`config.mk`:
```
export PLATFORM = sky130hd
export DESIGN_NAME = smc_static_ctl
export DESIGN_NICKNAME = d
export VERILOG_FILES = /design/src/rtl/smc_pkg.sv /design/src/rtl/smc_lane_map.sv /design/src/rtl/smc_page_track.sv /design/src/rtl/smc_static_ctl.sv
export SDC_FILE = /design/constraint.sdc
export NUM_CORES = 1
export LEC_CHECK = 0
export BUFFER_PORTS_ARGS = -buffer_cell sky130_fd_sc_hd__buf_2
export CORE_UTILIZATION = 29
export CTS_CLUSTER_DIAMETER = 200
export CTS_CLUSTER_SIZE = 28
export DETAILED_ROUTE_END_ITERATION = 10
export PLACE_DENSITY = 0.57
export SYNTH_ARGS = -nofsm -noshare
export SYNTH_HDL_FRONTEND = slang
export SYNTH_SLANG_ARGS = --single-unit
```
`constraint.sdc`:
```
create_clock -name clk -period 3.9 [get_ports clk]
set_input_delay 0.78 -clock clk [delete_from_list [all_inputs] [get_ports clk]]
set_output_delay 0.78 -clock clk [all_outputs]
set_load 0.03 [all_outputs]
```
`src/rtl/smc_pkg.sv`:
```
package smc_pkg;
    typedef enum logic [1:0] {
        ST_IDLE = 2'd0,
        ST_ACC  = 2'd1,
        ST_TURN = 2'd2
    } smc_state_e;

    localparam logic [1:0] WIDTH_8  = 2'd0;
    localparam logic [1:0] WIDTH_16 = 2'd1;
    localparam logic [1:0] WIDTH_32 = 2'd2;
endpackage

```
`src/rtl/smc_lane_map.sv`:
```
module smc_lane_map
    import smc_pkg::*;
#(
    parameter int LANES = 4
) (
    input  logic [1:0]         width,
    input  logic               is_write,
    input  logic               strobe_low,
    input  logic               active,
    input  logic [LANES-1:0]   be,
    input  logic [8*LANES-1:0] din,
    output logic [LANES-1:0]   bls,
    output logic [8*LANES-1:0] rd_lanes
);
    int   n_on;
    logic level_on;

    always_comb begin
        case (width)
            WIDTH_8:  n_on = 1;
            WIDTH_16: n_on = 2;
            WIDTH_32: n_on = 4;
            default:  n_on = 0;
        endcase
    end

    // reads in style 0 assert high; everything else asserts low
    assign level_on = !strobe_low && !is_write;

    for (genvar i = 0; i < LANES; i++) begin : g_lane
        logic in_width;
        logic lane_on;
        assign in_width = (n_on > i);
        assign lane_on  = in_width && (!is_write || be[i]);
        assign bls[i]   = active ? (lane_on ? level_on : !level_on) : 1'b1;
        assign rd_lanes[8*i +: 8] = in_width ? din[8*i +: 8] : 8'h00;
    end
endmodule

```
`src/rtl/smc_page_track.sv`:
```
module smc_page_track #(
    parameter int AW = 20
) (
    input  logic          clk,
    input  logic          rst_n,
    input  logic          page_en,
    input  logic          accept,
    input  logic          req_write,
    input  logic [AW-1:0] req_addr,
    output logic          hit
);
    typedef struct packed {
        logic          valid;
        logic [AW-1:0] addr;
    } trk_t;

    trk_t d, q;

    assign hit = page_en && !req_write && q.valid &&
                 (req_addr[AW-1:2] == q.addr[AW-1:2]);

    always_comb begin
        d = q;
        if (accept) begin
            d.valid = page_en && !req_write;
            d.addr  = req_addr;
        end
    end

    always_ff @(posedge clk or negedge rst_n) begin
        if (!rst_n) q <= '0;
        else        q <= d;
    end
endmodule

```
`src/rtl/smc_static_ctl.sv`:
```
module smc_static_ctl
    import smc_pkg::*;
#(
    parameter int AW    = 20,
    parameter int DW    = 32,
    parameter int DLY_W = 4,
    parameter int WS_W  = 5,
    parameter int TMO_W = 10
) (
    input  logic              clk,
    input  logic              rst_n,
    input  logic              cfg_cs_high,
    input  logic              cfg_strobe_low,
    input  logic              cfg_page_en,
    input  logic              cfg_ext_wait,
    input  logic [1:0]        cfg_width,
    input  logic [DLY_W-1:0]  cfg_we_dly,
    input  logic [DLY_W-1:0]  cfg_oe_dly,
    input  logic [WS_W-1:0]   cfg_rd_wait,
    input  logic [WS_W-1:0]   cfg_pg_wait,
    input  logic [WS_W-1:0]   cfg_wr_wait,
    input  logic [DLY_W-1:0]  cfg_turn,
    input  logic [TMO_W-1:0]  cfg_tmo,
    input  logic              req_valid,
    input  logic              req_write,
    input  logic [AW-1:0]     req_addr,
    input  logic [DW-1:0]     req_wdata,
    input  logic [DW/8-1:0]   req_be,
    output logic              req_ack,
    output logic [DW-1:0]     rsp_rdata,
    output logic              rsp_timeout,
    output logic [AW-1:0]     mem_addr,
    output logic              mem_cs,
    output logic              mem_oe_n,
    output logic              mem_we_n,
    output logic [DW/8-1:0]   mem_bls,
    output logic [DW-1:0]     mem_dout,
    output logic              mem_dout_en,
    input  logic [DW-1:0]     mem_din,
    input  logic              mem_wait_n
);
    localparam int LANES   = DW / 8;
    localparam int CNT_W   = (WS_W > DLY_W ? WS_W : DLY_W) + 2;
    localparam int STALL_W = TMO_W + 5;

    typedef struct packed {
        smc_state_e        st;
        logic [CNT_W-1:0]  cnt;
        logic [STALL_W-1:0] stall;
        logic [DLY_W-1:0]  turn_cnt;
        logic              write;
        logic [AW-1:0]     addr;
        logic [DW-1:0]     wdata;
        logic [LANES-1:0]  be;
        logic              page;
        logic              ack;
        logic              tmo;
        logic [DW-1:0]     rdata;
    } ctl_t;

    ctl_t d, q;

    logic               acc;
    logic               accept;
    logic               page_hit;
    logic               holding;
    logic [CNT_W-1:0]   len_m1;
    logic [STALL_W-1:0] stall_lim;
    logic [DW-1:0]      lane_rd;

    smc_page_track #(.AW(AW)) u_page (
        .clk       (clk),
        .rst_n     (rst_n),
        .page_en   (cfg_page_en),
        .accept    (accept),
        .req_write (req_write),
        .req_addr  (req_addr),
        .hit       (page_hit)
    );

    smc_lane_map #(.LANES(LANES)) u_lanes (
        .width      (cfg_width),
        .is_write   (q.write),
        .strobe_low (cfg_strobe_low),
        .active     (acc),
        .be         (q.be),
        .din        (mem_din),
        .bls        (mem_bls),
        .rd_lanes   (lane_rd)
    );

    assign acc       = (q.st == ST_ACC);
    assign holding   = cfg_ext_wait && !mem_wait_n;
    assign stall_lim = (STALL_W'(cfg_tmo) + STALL_W'(1)) << 4;

    // last chip-select cycle index for the access in flight
    always_comb begin
        if (q.write)     len_m1 = CNT_W'(cfg_wr_wait) + CNT_W'(1);
        else if (q.page) len_m1 = CNT_W'(cfg_pg_wait);
        else             len_m1 = CNT_W'(cfg_rd_wait);
    end

    always_comb begin
        d      = q;
        d.ack  = 1'b0;
        d.tmo  = 1'b0;
        accept = 1'b0;
        case (q.st)
            ST_IDLE: accept = req_valid;
            ST_ACC: begin
                if (q.cnt != len_m1) begin
                    d.cnt = q.cnt + CNT_W'(1);
                end else if (holding && (q.stall != stall_lim)) begin
                    d.stall = q.stall + STALL_W'(1);
                end else begin
                    d.st       = ST_TURN;
                    d.turn_cnt = '0;
                    d.ack      = 1'b1;
                    d.tmo      = holding;
                    d.rdata    = q.write ? '0 : lane_rd;
                end
            end
            ST_TURN: begin
                if (q.turn_cnt == cfg_turn) begin
                    if (req_valid) accept = 1'b1;
                    else           d.st   = ST_IDLE;
                end else begin
                    d.turn_cnt = q.turn_cnt + DLY_W'(1);
                end
            end
            default: d.st = ST_IDLE;
        endcase
        if (accept) begin
            d.st    = ST_ACC;
            d.cnt   = '0;
            d.stall = '0;
            d.write = req_write;
            d.addr  = req_addr;
            d.wdata = req_wdata;
            d.be    = req_be;
            d.page  = page_hit;
        end
    end

    always_ff @(posedge clk or negedge rst_n) begin
        if (!rst_n) q <= '0;
        else        q <= d;
    end

    assign mem_cs      = cfg_cs_high ? acc : !acc;
    assign mem_oe_n    = !(acc && !q.write && (q.cnt >= CNT_W'(cfg_oe_dly)));
    assign mem_we_n    = !(acc && q.write && (q.cnt >= CNT_W'(cfg_we_dly) + CNT_W'(1)));
    assign mem_addr    = q.addr;
    assign mem_dout    = q.wdata;
    assign mem_dout_en = acc && q.write;
    assign req_ack     = q.ack;
    assign rsp_rdata   = q.rdata;
    assign rsp_timeout = q.tmo;

    p_ack_pulse_r10: assert property (@(posedge clk) disable iff (!rst_n)
        req_ack |=> !req_ack);

    p_ack_outside_cs_r7: assert property (@(posedge clk) disable iff (!rst_n)
        req_ack |-> !acc);

    p_oe_we_excl_r4: assert property (@(posedge clk) disable iff (!rst_n)
        !(!mem_oe_n && !mem_we_n));

    p_tmo_with_ack_r12: assert property (@(posedge clk) disable iff (!rst_n)
        rsp_timeout |-> req_ack);

    p_stall_bound_r12: assert property (@(posedge clk) disable iff (!rst_n)
        q.stall <= stall_lim);

    p_tmo_needs_wait_r11: assert property (@(posedge clk) disable iff (!rst_n)
        rsp_timeout |-> $past(!mem_wait_n));

    p_hold_keeps_cs_r11: assert property (@(posedge clk) disable iff (!rst_n)
        (acc && holding && (q.cnt == len_m1) && (q.stall != stall_lim))
        |=> (acc && $stable(q.cnt)));

    p_idle_strobes_r1: assert property (@(posedge clk) disable iff (!rst_n)
        !acc |-> (mem_oe_n && mem_we_n && (&mem_bls)));
endmodule

```
### Word level (Yosys, flattened, before mapping)

Cells that the tools add are included.

| word-level totals | value |
|---|---|
| bits in registers | 121 |
| bits of input ports | 136 |

| operators by class | value |
|---|---|
| magnitude comparators | 6 |
| bitwise logic cells | 2 |
| add/sub/neg operators | 6 |
| equality and inequality tests | 17 |
| muxes and demuxes | 36 |
| reductions and logical operators | 37 |

Operators with widths:

| kind | count |
|---|---|
| $mux 34 | 3 |
| $mux 32 | 1 |
| $mux 8 | 4 |
| $mux 24 | 1 |
| $mux 22 | 1 |
| $mux 19 | 1 |
| $eq 18x18->1 | 1 |
| $add 15x1->15 const B | 1 |
| $mux 15 | 1 |
| $ne 15x15->1 | 1 |
| $logic_and 1x1->1 | 14 |
| $mux 7 | 2 |
| $ne 3x3->1 const B | 4 |
| $add 10x1->11 const B | 1 |
| $mux 1 | 11 |
| $ne 2x2->1 const B | 5 |
| $pmux 3 s3 | 1 |
| $logic_not 1->1 | 8 |
| $mux 2 | 4 |
| $mux 4 | 2 |
| $pmux 4 s2 | 1 |
| $reduce_bool 2->1 | 4 |
| $add 7x1->7 const B | 1 |
| $ge 7x4->1 | 1 |
| 20 further kinds | 30 |

### Longest topological paths before layout

Gate-level depths: netlist of the first run.

| logic depth | value |
|---|---|
| word-level depth | 8 |
| depth in mapped cells | 11 |
| mapped depth without buffers | 8 |

### Modules after synthesis

From an unflattened synthesis of the first run, not the netlist that was laid out.

| second synthesis, totals | value |
|---|---|
| cell total of the unflattened synthesis | 830 |
| area, all modules | 7970.1 um2 |

Modules (own cells, without submodules):

| module | times used | cells each | area each (um2) |
|---|---|---|---|
| smc_static_ctl | 1 | 715 | 6702.7 |
| smc_page_track | 1 | 66 | 912.1 |
| smc_lane_map | 1 | 49 | 355.3 |

### Worst setup path after synthesis of the first run

OpenSTA, ideal clock, no wires.

| timing | value |
|---|---|
| path type | input -> output |
| from | in cfg_we_dly[0] |
| to | out mem_we_n |
| arrival | 2826 ps |
| stages on the path | 8 |
| slack | 294 ps |
| data required time | 3120 ps |
| path through | ha_1 inv_1 ha_1 a21o_1 a21o_1 a21oi_1 nor2b_1 o41ai_1 |

| between the ends | value |
|---|---|
| word-level cells in the longest chain between the ends | 4 |

Ends and longest elaborated chain:

| element | RTL line | source |
|---|---|---|
| start: declaration | smc_static_ctl.sv:17 | `input logic [DLY_W-1:0] cfg_we_dly,` |
| $add 4x1->5 | smc_static_ctl.sv:152 | `assign mem_we_n = !(acc && q.write && (q.cnt >= CNT_W'(cfg_we_dly) + CNT_W'(1)));` |
| $ge 7x5->1 | smc_static_ctl.sv:152 |  |
| $logic_and 1x1->1 | smc_static_ctl.sv:152 |  |
| $logic_not 1->1 | smc_static_ctl.sv:152 |  |
| end: declaration | smc_static_ctl.sv:35 | `output logic mem_we_n,` |

No other way between the ends.

### Worst setup path in the final report of the first run

Same ends and word-level chain as after synthesis.

==> results of run 1 <==
## critical path, delay by kind of cell
family                   cells  cell delay, ns
adder cells (fa/ha/maj)      2            0.53
AO/OA/AOI/OAI                4            0.71
AND/OR/NAND/NOR              1            0.06
buffers and inverters        3            0.41
## cell type report
| type | instances | area share [%] |
|---|---|---|
| repair buffers | 240 | 15.2 |
| inverters | 16 | 0.726 |
| multi-input cells | 481 | 35.6 |
| clock buffers | 18 | 5.31 |
| diodes | 1 | 0.0302 |
| flip-flops and latches | 121 | 36.6 |
| clock inverters | 14 | 1.78 |
| well taps | 313 | 4.73 |
## metrics by stage
| step | std cells | hold slack [ns] | worst slack [ns] | instance area [sq um] |
|---|---|---|---|---|
| floorplan | 734 | 0.439 | 0.294 | 6820 |
| global placement | 1171 | 0.453 | 0.530 | 7680 |
| detailed placement | 1171 | 0.458 | 0.524 | 7680 |
| CTS | 1203 | 0.309 | 0.610 | 8270 |
| global route | 1203 | 0.336 | 0.448 | 8270 |
| finish | 1204 | 0.315 | 0.634 | 8270 |
## per-layer routing
layer | up-vias | part of all wire [%]
li1 | 2659 | -
met1 | 2479 | 44
met2 | 144 | 48
met3 | 13 | 6.3
met4 | 0 | 1.1
met5 | - | 0
## worst max path at each step
| stage | start | endpoint | slack [ns] | cells past startpoint |
|---|---|---|---|---|
| after detailed placement | cfg_tmo[0] | rsp_rdata[11] | 0.52 | 10 |
| after global routing | q[111] | mem_we_n | 0.45 | 9 |
| after global placement | cfg_tmo[0] | rsp_rdata[28] | 0.53 | 10 |
| final | cfg_we_dly[0] | mem_we_n | 0.63 | 10 |
| after CTS | cfg_we_dly[0] | mem_we_n | 0.61 | 10 |
| after floorplan | cfg_we_dly[0] | mem_we_n | 0.29 | 8 |
## flip-flops by register name, summed over array words and instances, names as in the netlist
name         cells
mem_dout        32
u_page.q        21
rsp_rdata       32
req_ack          1
q               34
rsp_timeout      1
## cell usage in the layout, fill, tap and decap left out, types with 4 or more instances in the layout
| cell type | netlist | routed |
|---|---|---|
| xor2_1 | 27 | 27 |
| nand2b_1 | 6 | 6 |
| ha_1 | 18 | 18 |
| xnor2_1 | 35 | 35 |
| a21oi_1 | 7 | 7 |
| nor2_1 | 22 | 22 |
| and3_1 | 6 | 6 |
| nor4_1 | 13 | 13 |
| a22o_1 | 32 | 32 |
| or3_1 | 4 | 4 |
| clkbuf_16 | 0 | 17 |
| nand3_1 | 20 | 20 |
| nor3_1 | 8 | 8 |
| nand4_1 | 8 | 8 |
| mux2i_1 | 15 | 15 |
| buf_2 | 3 | 228 |
| o21ai_0 | 14 | 14 |
| a21o_1 | 4 | 4 |
| clkinvlp_4 | 0 | 5 |
| inv_1 | 16 | 16 |
| nor2b_1 | 5 | 5 |
| dfrtp_1 | 121 | 121 |
| nand2_1 | 197 | 197 |
| buf_4 | 85 | 10 |
## logic make-up (layout without fill, tap and decap cells)
kind of cell	Yosys count	in the layout	share of synthesized area, %
simple gates	311	311	21.1
buf+inv	132	288	12.4
flops	121	121	44.4
compound gates	74	74	8.42
xor+xnor	62	62	7.96
fa+ha+maj	18	18	3.30
mux	16	16	2.37
other cells	0	1	0
## power groups by stage
stage          Combinational (mW)  Sequential (mW)  Clock (mW)
2_1_floorplan                2.41             1.97           0
3_3_place_gp                 2.56             2.08           0
3_5_place_dp                 2.60             2.08           0
4_1_cts                      2.59             2.08        1.63
5_1_grt                      2.79             2.14        1.68
6_report                     2.55             2.07        1.57
==> results.yml, run 1 <==
finish:
  fillers: 2363
  area_growth_pct: 21.3
  finalNetCount: 1031
  seq_area_sq_um: 3030
  multiInputGateArea_sq_um: 2950
  drive_gt1_share_pct: 31.9
  finish.utilization_pct: 36.2
clock_tree:
  clk_latency_ns: 0.42
  clk_path_buf_depth: 2
  ctsRootBufferMaster: "clkbuf_16"
  post_cts_buffers: 0
  cts_resized: 0
  cts_sinks: 121
  cts_buffers: 17
  postCtsHoldBufs: 0
  path_clk_slew_ns: 0.06
  htree_levels: 4
  cts_tree: "built"
pwr:
  p_sw_mw: 2.66
  swShare_pct: 43.0
  p_total_mw: 6.19
  p_leak_nw: 4.27
  power_frac_seq_pct: 33.4
  p_comb_share_pct: 41.2
  peakVddDrop_mv: 0.382
  pwr-share-clk_pct: 25.3
  power_report.internal_total_mw: 3.53
  power_density_nw_per_um2: 748
floorplanning:
  die_area_sq_um: 24100
  die_y_microns: 155
  io_pins: 230
  fp.dieW_microns: 155
  row_count: 55
  start_util_pct: 29.9
  core_sq_um: 22800
setup_path:
  r2r-start: "q[34]"
  slowest_delay_ns: 0.27
  worstSetupStartpointType: "input port"
  cp-end-kind: "output port"
  crit_type: "input port to output port"
  ff2ff_setup_slack_ns: 0.84
  slowest_stage: "ha_1"
  arrival_ns: 2.49
  timing.rr.end: "rsp_rdata[4]"
  critPathMaxFanout: 3
  crit_chain: "buf_2 -> ha_1 -> inv_1 -> ha_1 -> a21o_1 -> a21o_1 -> a21oi_1 -> nor2b_1 -> o41ai_1 -> buf_2"
  r2r.worst_path.cells: 9
  cp.required_ns: 3.12
timing:
  max_slew_margin_pct: 44.3
  fin_crit_sh_pct: 83.7
  finalHoldViolCount: 0
  setup_violations: 0
  worstMarginPinSlew_ns: 0.835
  finalMaxSlewViolations: 0
  max_freq_mhz: 306
  finClkSkew_ns: 0.0130
  rsz0062_at_grt: "false"
  period_needed_ns: 3.27
  setup_tns_ns: 0
placed_design:
  place_congestion: 0.780
  numPortBuffers: 229
  hpwl_microns: 12600
outcome:
  outcome: "finished clean"
yosys:
  synth_seq_cells: 121
  synth_edf_count: 0
  ys_seq_area_share_pct: 44.4
  synth_common_cells: "197 x nand2_1, 121 x dfrtp_1, 85 x buf_4"
  synthFlopType: "dfrtp_1"
  synthesis.area_sq_um: 6820
  yosysWarnings: 0
  synthTopCellsByArea: "dfrtp_1 44%, nand2_1 11%, buf_4 9.4%"
  synth.distinct_cells: 53
  yosysTopAreaCell: "dfrtp_1"
  async_flop_share_pct: 100
  syn_avg_cell_area_sq_um: 9.30
  syn-num-nets: 888
  syn_inst: 734
  yosysTopAreaCellShare_pct: 44.4
  synth_most_common_cell: "nand2_1"
grt:
  grt-busiest-layer: "met2"
  grt_pass1_vias: 5397
  track_usage_pct: 14.7
  grt_first_pass_wirelength_microns: 27300
  use_met1_pct: 17.6
  use_met3_pct: 4.23
  grt_max_degree: 74
  use_met2_pct: 25.0
  antenna_found_initial: 0
  overflow: 0
detailed_routing:
  drt_iter0_markers: 223
  remaining_drc_errors: 0
  firstDrtPassIters: 4
  avgViaCountPerCell: 4.40
  drt-total-wl_microns: 17100
  wire_per_inst_microns: 14.2
  ant_nets: 0
  num_vias: 5295
flow_run:
  drv_cap: 0
hold_path:
  hold_path.class: "input port to async pin"
No activity file was read; power rests on OpenSTA's default activity.
==> run 2: changes to the inputs <==
--- a/config.mk
+++ b/config.mk
@@ -10,7 +10,7 @@
 export CTS_CLUSTER_DIAMETER = 200
 export CTS_CLUSTER_SIZE = 28
 export DETAILED_ROUTE_END_ITERATION = 10
-export PLACE_DENSITY = 0.57
+export PLACE_DENSITY = 0.59
 export SYNTH_ARGS = -nofsm -noshare
 export SYNTH_HDL_FRONTEND = slang
 export SYNTH_SLANG_ARGS = --single-unit
==> constraint.sdc (replaced) <==
create_clock -name clk -period 2.6 [get_ports clk]
set_input_delay 0.52 -clock clk [delete_from_list [all_inputs] [get_ports clk]]
set_output_delay 0.52 -clock clk [all_outputs]
set_load 0.03 [all_outputs]
==> results.yml, run 2 (same netlist as run 1, synthesis figures left out) <==
outcome:
  failed_checks: "negative setup slack"
  outcome: "finished with violations"
timing:
  finClkSkew_ns: 0.0134
  finalMaxSlewViolations: 0
  period_needed_ns: 2.69
  finalHoldViolCount: 0
  whs_ns: 0.291
  fin_crit_sh_pct: 103
  max_slew_margin_pct: 57.7
  worstMarginPinSlew_ns: 0.635
  max_freq_mhz: 372
  setup_violations: 1
  rsz0062_at_grt: "true"
  final.setup.worst_slack_ns: -0.0905
hold_path:
  hold_path.class: "input port to register"
  holdPathStages: 3
clock_tree:
  clk_path_buf_depth: 2
  htree_levels: 4
  path_clk_slew_ns: 0.06
  clk_latency_ns: 0.42
  cts_sinks: 121
  cts_tree: "built"
  cts_buffers: 17
  ctsRootBufferMaster: "clkbuf_16"
setup_path:
  critPathMaxFanout: 3
  crit_chain: "buf_4 -> ha_4 -> inv_1 -> ha_1 -> a21o_1 -> a21o_1 -> a21oi_1 -> nor2b_1 -> o41ai_2 -> buf_4"
  slowest_stage: "ha_1"
  cp-end-kind: "output port"
  crit_type: "input port to output port"
  worstSetupStartpointType: "input port"
  r2r.worst_path.cells: 8
  arrival_ns: 2.17
  slowest_delay_ns: 0.26
  cp.required_ns: 2.08
grt:
  grt_pass1_vias: 5557
  antenna_found_initial: 1
  grt_max_degree: 59
  track_usage_pct: 14.9
  grt_first_pass_wirelength_microns: 28100
  overflow: 0
floorplanning:
  io_pins: 230
  die_y_microns: 155
  row_count: 55
  fp.dieW_microns: 155
  start_util_pct: 29.9
  core_sq_um: 22800
  die_area_sq_um: 24100
detailed_routing:
  avgViaCountPerCell: 4.39
  remaining_drc_errors: 0
  wire_per_inst_microns: 13.9
  ant_nets: 0
  num_vias: 5468
  drt_iter0_markers: 205
  drt-total-wl_microns: 17300
  firstDrtPassIters: 4
flow_run:
  drv_cap: 0
placed_design:
  numPortBuffers: 229
  place_area_sq_um: 8040
  place_congestion: 0.771
  hpwl_microns: 13000
finish:
  top_register: "q"
  final_common_cell: "buf_2"
  area_growth_pct: 28.1
  mostFrequentLayoutCells: "225 x buf_2, 197 x nand2_1, 119 x dfrtp_1"
  drive_gt1_share_pct: 36.3
  largest_register_ffs: 34
  stdcell_area_sq_um: 8740
  finalNetCount: 1074
pwr:
  power_frac_seq_pct: 31.7
  swShare_pct: 42.0
  p_comb_share_pct: 43.1
  peakVddDrop_mv: 0.563
  power_density_nw_per_um2: 1100
  p_leak_nw: 4.54
  pwr-share-clk_pct: 25.2
  power_report.internal_total_mw: 5.60
  p_sw_mw: 4.05
run 2: changes by cell type in the layout (fill, tap and decap cells not counted), sizes merged:
cell and delta:
dlygate4sd3 +1, inv -1, buf +42, bufinv +1, clkinvlp -4, clkinv +3
run 2: final cells by class:
type                    instances  area [sq um]
fillers                      2337         14100
diodes                          1          2.50
multi-input cells             481          3030
repair buffers                283          1620
clock inverters                13           169
well taps                     313           392
flip-flops and latches        121          3030
inverters                      16          60.1
clock buffers                  18           439
run 2: final timing paths:
kind,startpoint,to,slack (ns)
setup / recovery,cfg_we_dly[0],mem_we_n,-0.09
hold / removal,req_wdata[24],mem_dout[24],0.29
setup reg to reg,q[105],rsp_rdata[0],0.07
hold reg to reg,mem_dout[15],mem_dout[15],0.47
max in group asynchronous,rst_n,mem_dout[19],1.41
min in group asynchronous,rst_n,rsp_rdata[11],0.54
run 2: power groups by stage:
| stage | Clock, mW | Combinational, mW | Sequential (mW) |
|---|---|---|---|
| floorplan | 0 | 3.64 | 2.96 |
| global placement | 0 | 4.03 | 3.09 |
| detailed placement | 0 | 4.10 | 3.08 |
| CTS | 2.51 | 4.17 | 3.06 |
| global route | 2.59 | 4.54 | 3.15 |
| finish | 2.43 | 4.16 | 3.06 |
run 2: repair_timing:
| action | CTS | global route |
|---|---|---|
| buffers inserted | 1 | 1 |
| endpoints found under the setup margin | 29 | 34 |
| hold endpoints to repair | 27 | 0 |
| resized for setup | 9 | 8 |
| pin swaps | 5 | 6 |
| hold buffers | 1 | 0 |
run 2: critical path, delay by kind of cell:
family          cells  cell delay [ns]
compound gates      4             0.69
buf+inv             3             0.38
fa+ha+maj           2             0.51
simple gates        1             0.06
run 2: per-stage QoR:
stage               utilization (%)  power [mW]  instances  TNS [ns]  setup slack, ns
floorplan                         -        6.59        734     -4.94           -0.162
global placement               35.2        7.12       1211    -10.29           -0.329
detailed placement             35.2        7.19       1211    -10.82           -0.347
CTS                            38.1        9.74       1244    -0.137           -0.137
global route                   38.3        10.3       1246    -0.233           -0.206
finish                         38.3        9.65       1246   -0.0905          -0.0905
run 2: metal layers:
metal	vias to the layer above	track usage [%]	routed length [microns]	share of wire, %
li1	2749	-	-	-
met1	2557	18.7	7790	45
met2	147	24.5	8330	48
met3	15	4.01	980	5.7
met4	0	5.18	207	1.2
met5	-	0	0	0
==> run 3: changes to the inputs <==
--- a/config.mk
+++ b/config.mk
@@ -11,6 +11,7 @@
 export CTS_CLUSTER_SIZE = 28
 export DETAILED_ROUTE_END_ITERATION = 10
 export PLACE_DENSITY = 0.59
+export RECOVER_POWER = 50
 export SYNTH_ARGS = -nofsm -noshare
 export SYNTH_HDL_FRONTEND = slang
 export SYNTH_SLANG_ARGS = --single-unit
==> constraint.sdc (replaced) <==
create_clock -name clk -period 2.6 [get_ports clk]
set_input_delay 0.26 -clock clk [delete_from_list [all_inputs] [get_ports clk]]
set_output_delay 0.26 -clock clk [all_outputs]
set_load 0.03 [all_outputs]
==> results.yml, run 3 (same netlist as run 1, synthesis figures left out) <==
detailed_routing:
  firstDrtPassIters: 4
  remaining_drc_errors: 0
  ant_nets: 0
  wire_per_inst_microns: 14.4
  num_vias: 5481
  drt-total-wl_microns: 17700
  avgViaCountPerCell: 4.44
  drt_iter0_markers: 209
floorplanning:
  io_pins: 230
  row_count: 55
  core_sq_um: 22800
  die_y_microns: 155
  die_area_sq_um: 24100
  start_util_pct: 29.9
  fp.dieW_microns: 155
finish:
  finish.utilization_pct: 37.4
  largest_register_ffs: 34
  top_register: "q"
  finalNetCount: 1060
  drive_gt1_share_pct: 30.1
  stdcell_count: 1234
  area_growth_pct: 25.4
  mostFrequentLayoutCells: "197 x nand2_1, 185 x buf_2, 119 x dfrtp_1"
  final_common_cell: "nand2_1"
timing:
  setup_violations: 0
  worstMarginPinSlew_ns: 1.01
  max_freq_mhz: 393
  max_slew_margin_pct: 32.6
  period_needed_ns: 2.55
  finalHoldViolCount: 0
  fin_crit_sh_pct: 98.0
  whs_ns: 0.0322
  finClkSkew_ns: 0.00803
  rsz0062_at_grt: "true"
  finalMaxSlewViolations: 0
grt:
  grt_pass1_vias: 5382
  overflow: 0
  grt_max_degree: 74
  antenna_found_initial: 5
  track_usage_pct: 14.8
  grt_first_pass_wirelength_microns: 27900
placed_design:
  hpwl_microns: 13000
  numPortBuffers: 229
  placed_cells: 1192
  place_congestion: 0.791
setup_path:
  crit_type: "register to output port"
  cp-end-kind: "output port"
  worstSetupStartpointType: "register"
  critPathMaxFanout: 3
  cp.required_ns: 2.34
  arrival_ns: 2.29
clock_tree:
  path_clk_slew_ns: 0.06
  cts_tree: "built"
  cts_sinks: 121
  clk_latency_ns: 0.41
  ctsRootBufferMaster: "clkbuf_16"
  clk_path_buf_depth: 2
  htree_levels: 4
  cts_buffers: 17
flow_run:
  drv_cap: 0
hold_path:
  hold_path.class: "input port to register"
pwr:
  p_leak_nw: 4.30
  power_density_nw_per_um2: 1100
  peakVddDrop_mv: 0.503
outcome:
  outcome: "finished clean"
[run 3: cell types whose count changed in the layout (fill, tap and decap cells not counted), sizes merged, moves of 2 or more]
cell	previous run	this run
buf	282	221
clkbuf	18	67
clkinvlp	1	3
diode	1	3
inv	18	16
[run 3: stage by stage]
step | setup TNS [ns] | setup WS, ns | instance area, sq um | total power [mW]
floorplan | 0 | 0.0192 | 6830 | 6.57
global placement | -4.74 | -0.151 | 7900 | 7.08
detailed placement | -5.71 | -0.189 | 7900 | 7.13
CTS | 0 | 0.00666 | 8500 | 9.53
global route | -0.110 | -0.110 | 8550 | 10.0
finish | 0 | 0.0524 | 8550 | 9.41
[run 3: metal layers]
| layer | global-route usage (%) | wire, microns |
|---|---|---|
| met5 | 0 | 22 |
| met2 | 24.0 | 8320 |
| met3 | 4.62 | 960 |
| met1 | 18.6 | 8030 |
| met4 | 5.23 | 398 |
[run 3: final timing paths]
check | from | end | slack (ns) | cells after the start
max in group asynchronous | rst_n | mem_dout[27] | 0.44 | 3
worst max register to register | q[105] | rsp_rdata[18] | 0.11 | 10
worst max-delay path | q[111] | mem_we_n | 0.05 | 9
worst min register to register | q[38] | q[38] | 0.46 | 2
min in group asynchronous | rst_n | rsp_rdata[8] | 0.53 | 2
worst min-delay path | req_wdata[16] | mem_dout[16] | 0.03 | 3
[run 3: report_power, final]
group	internal, mW	leakage, nW	switching [mW]	total [mW]
combinational	1.35	2.44	2.64	4.00
sequential	2.57	1.58	0.517	3.09
clock	1.45	0.278	0.870	2.32
total	5.38	4.30	4.03	9.41
[run 3: layout make-up]
cell class / count / area, sq um
Tap cell: 313 / 392
Fill cell: 2361 / 14300
Antenna cell: 3 / 7.51
Multi-Input combinational cell: 481 / 2990
Sequential cell: 121 / 3030
Clock buffer: 20 / 457
Clock inverter: 11 / 124
Timing Repair Buffer: 269 / 1490
Inverter: 16 / 60.1
[run 3: critical path: stages (launching register included)]
cell      delay [ns]
dfrtp_1         0.40
inv_2           0.12
ha_4            0.21
nand2b_4        0.13
a21o_1          0.15
a21o_1          0.16
a21oi_2         0.11
nor2b_1         0.06
o41ai_2         0.32
buf_4           0.22
[run 3: timing repair]
action	4_1_cts	5_1_grt
gates cloned	0	2
gates resized for setup	2	8
endpoints found under the hold margin	15	0
buffers inserted	1	4
hold buffers	1	0
setup endpoints to repair	1	35
pin swaps	0	9
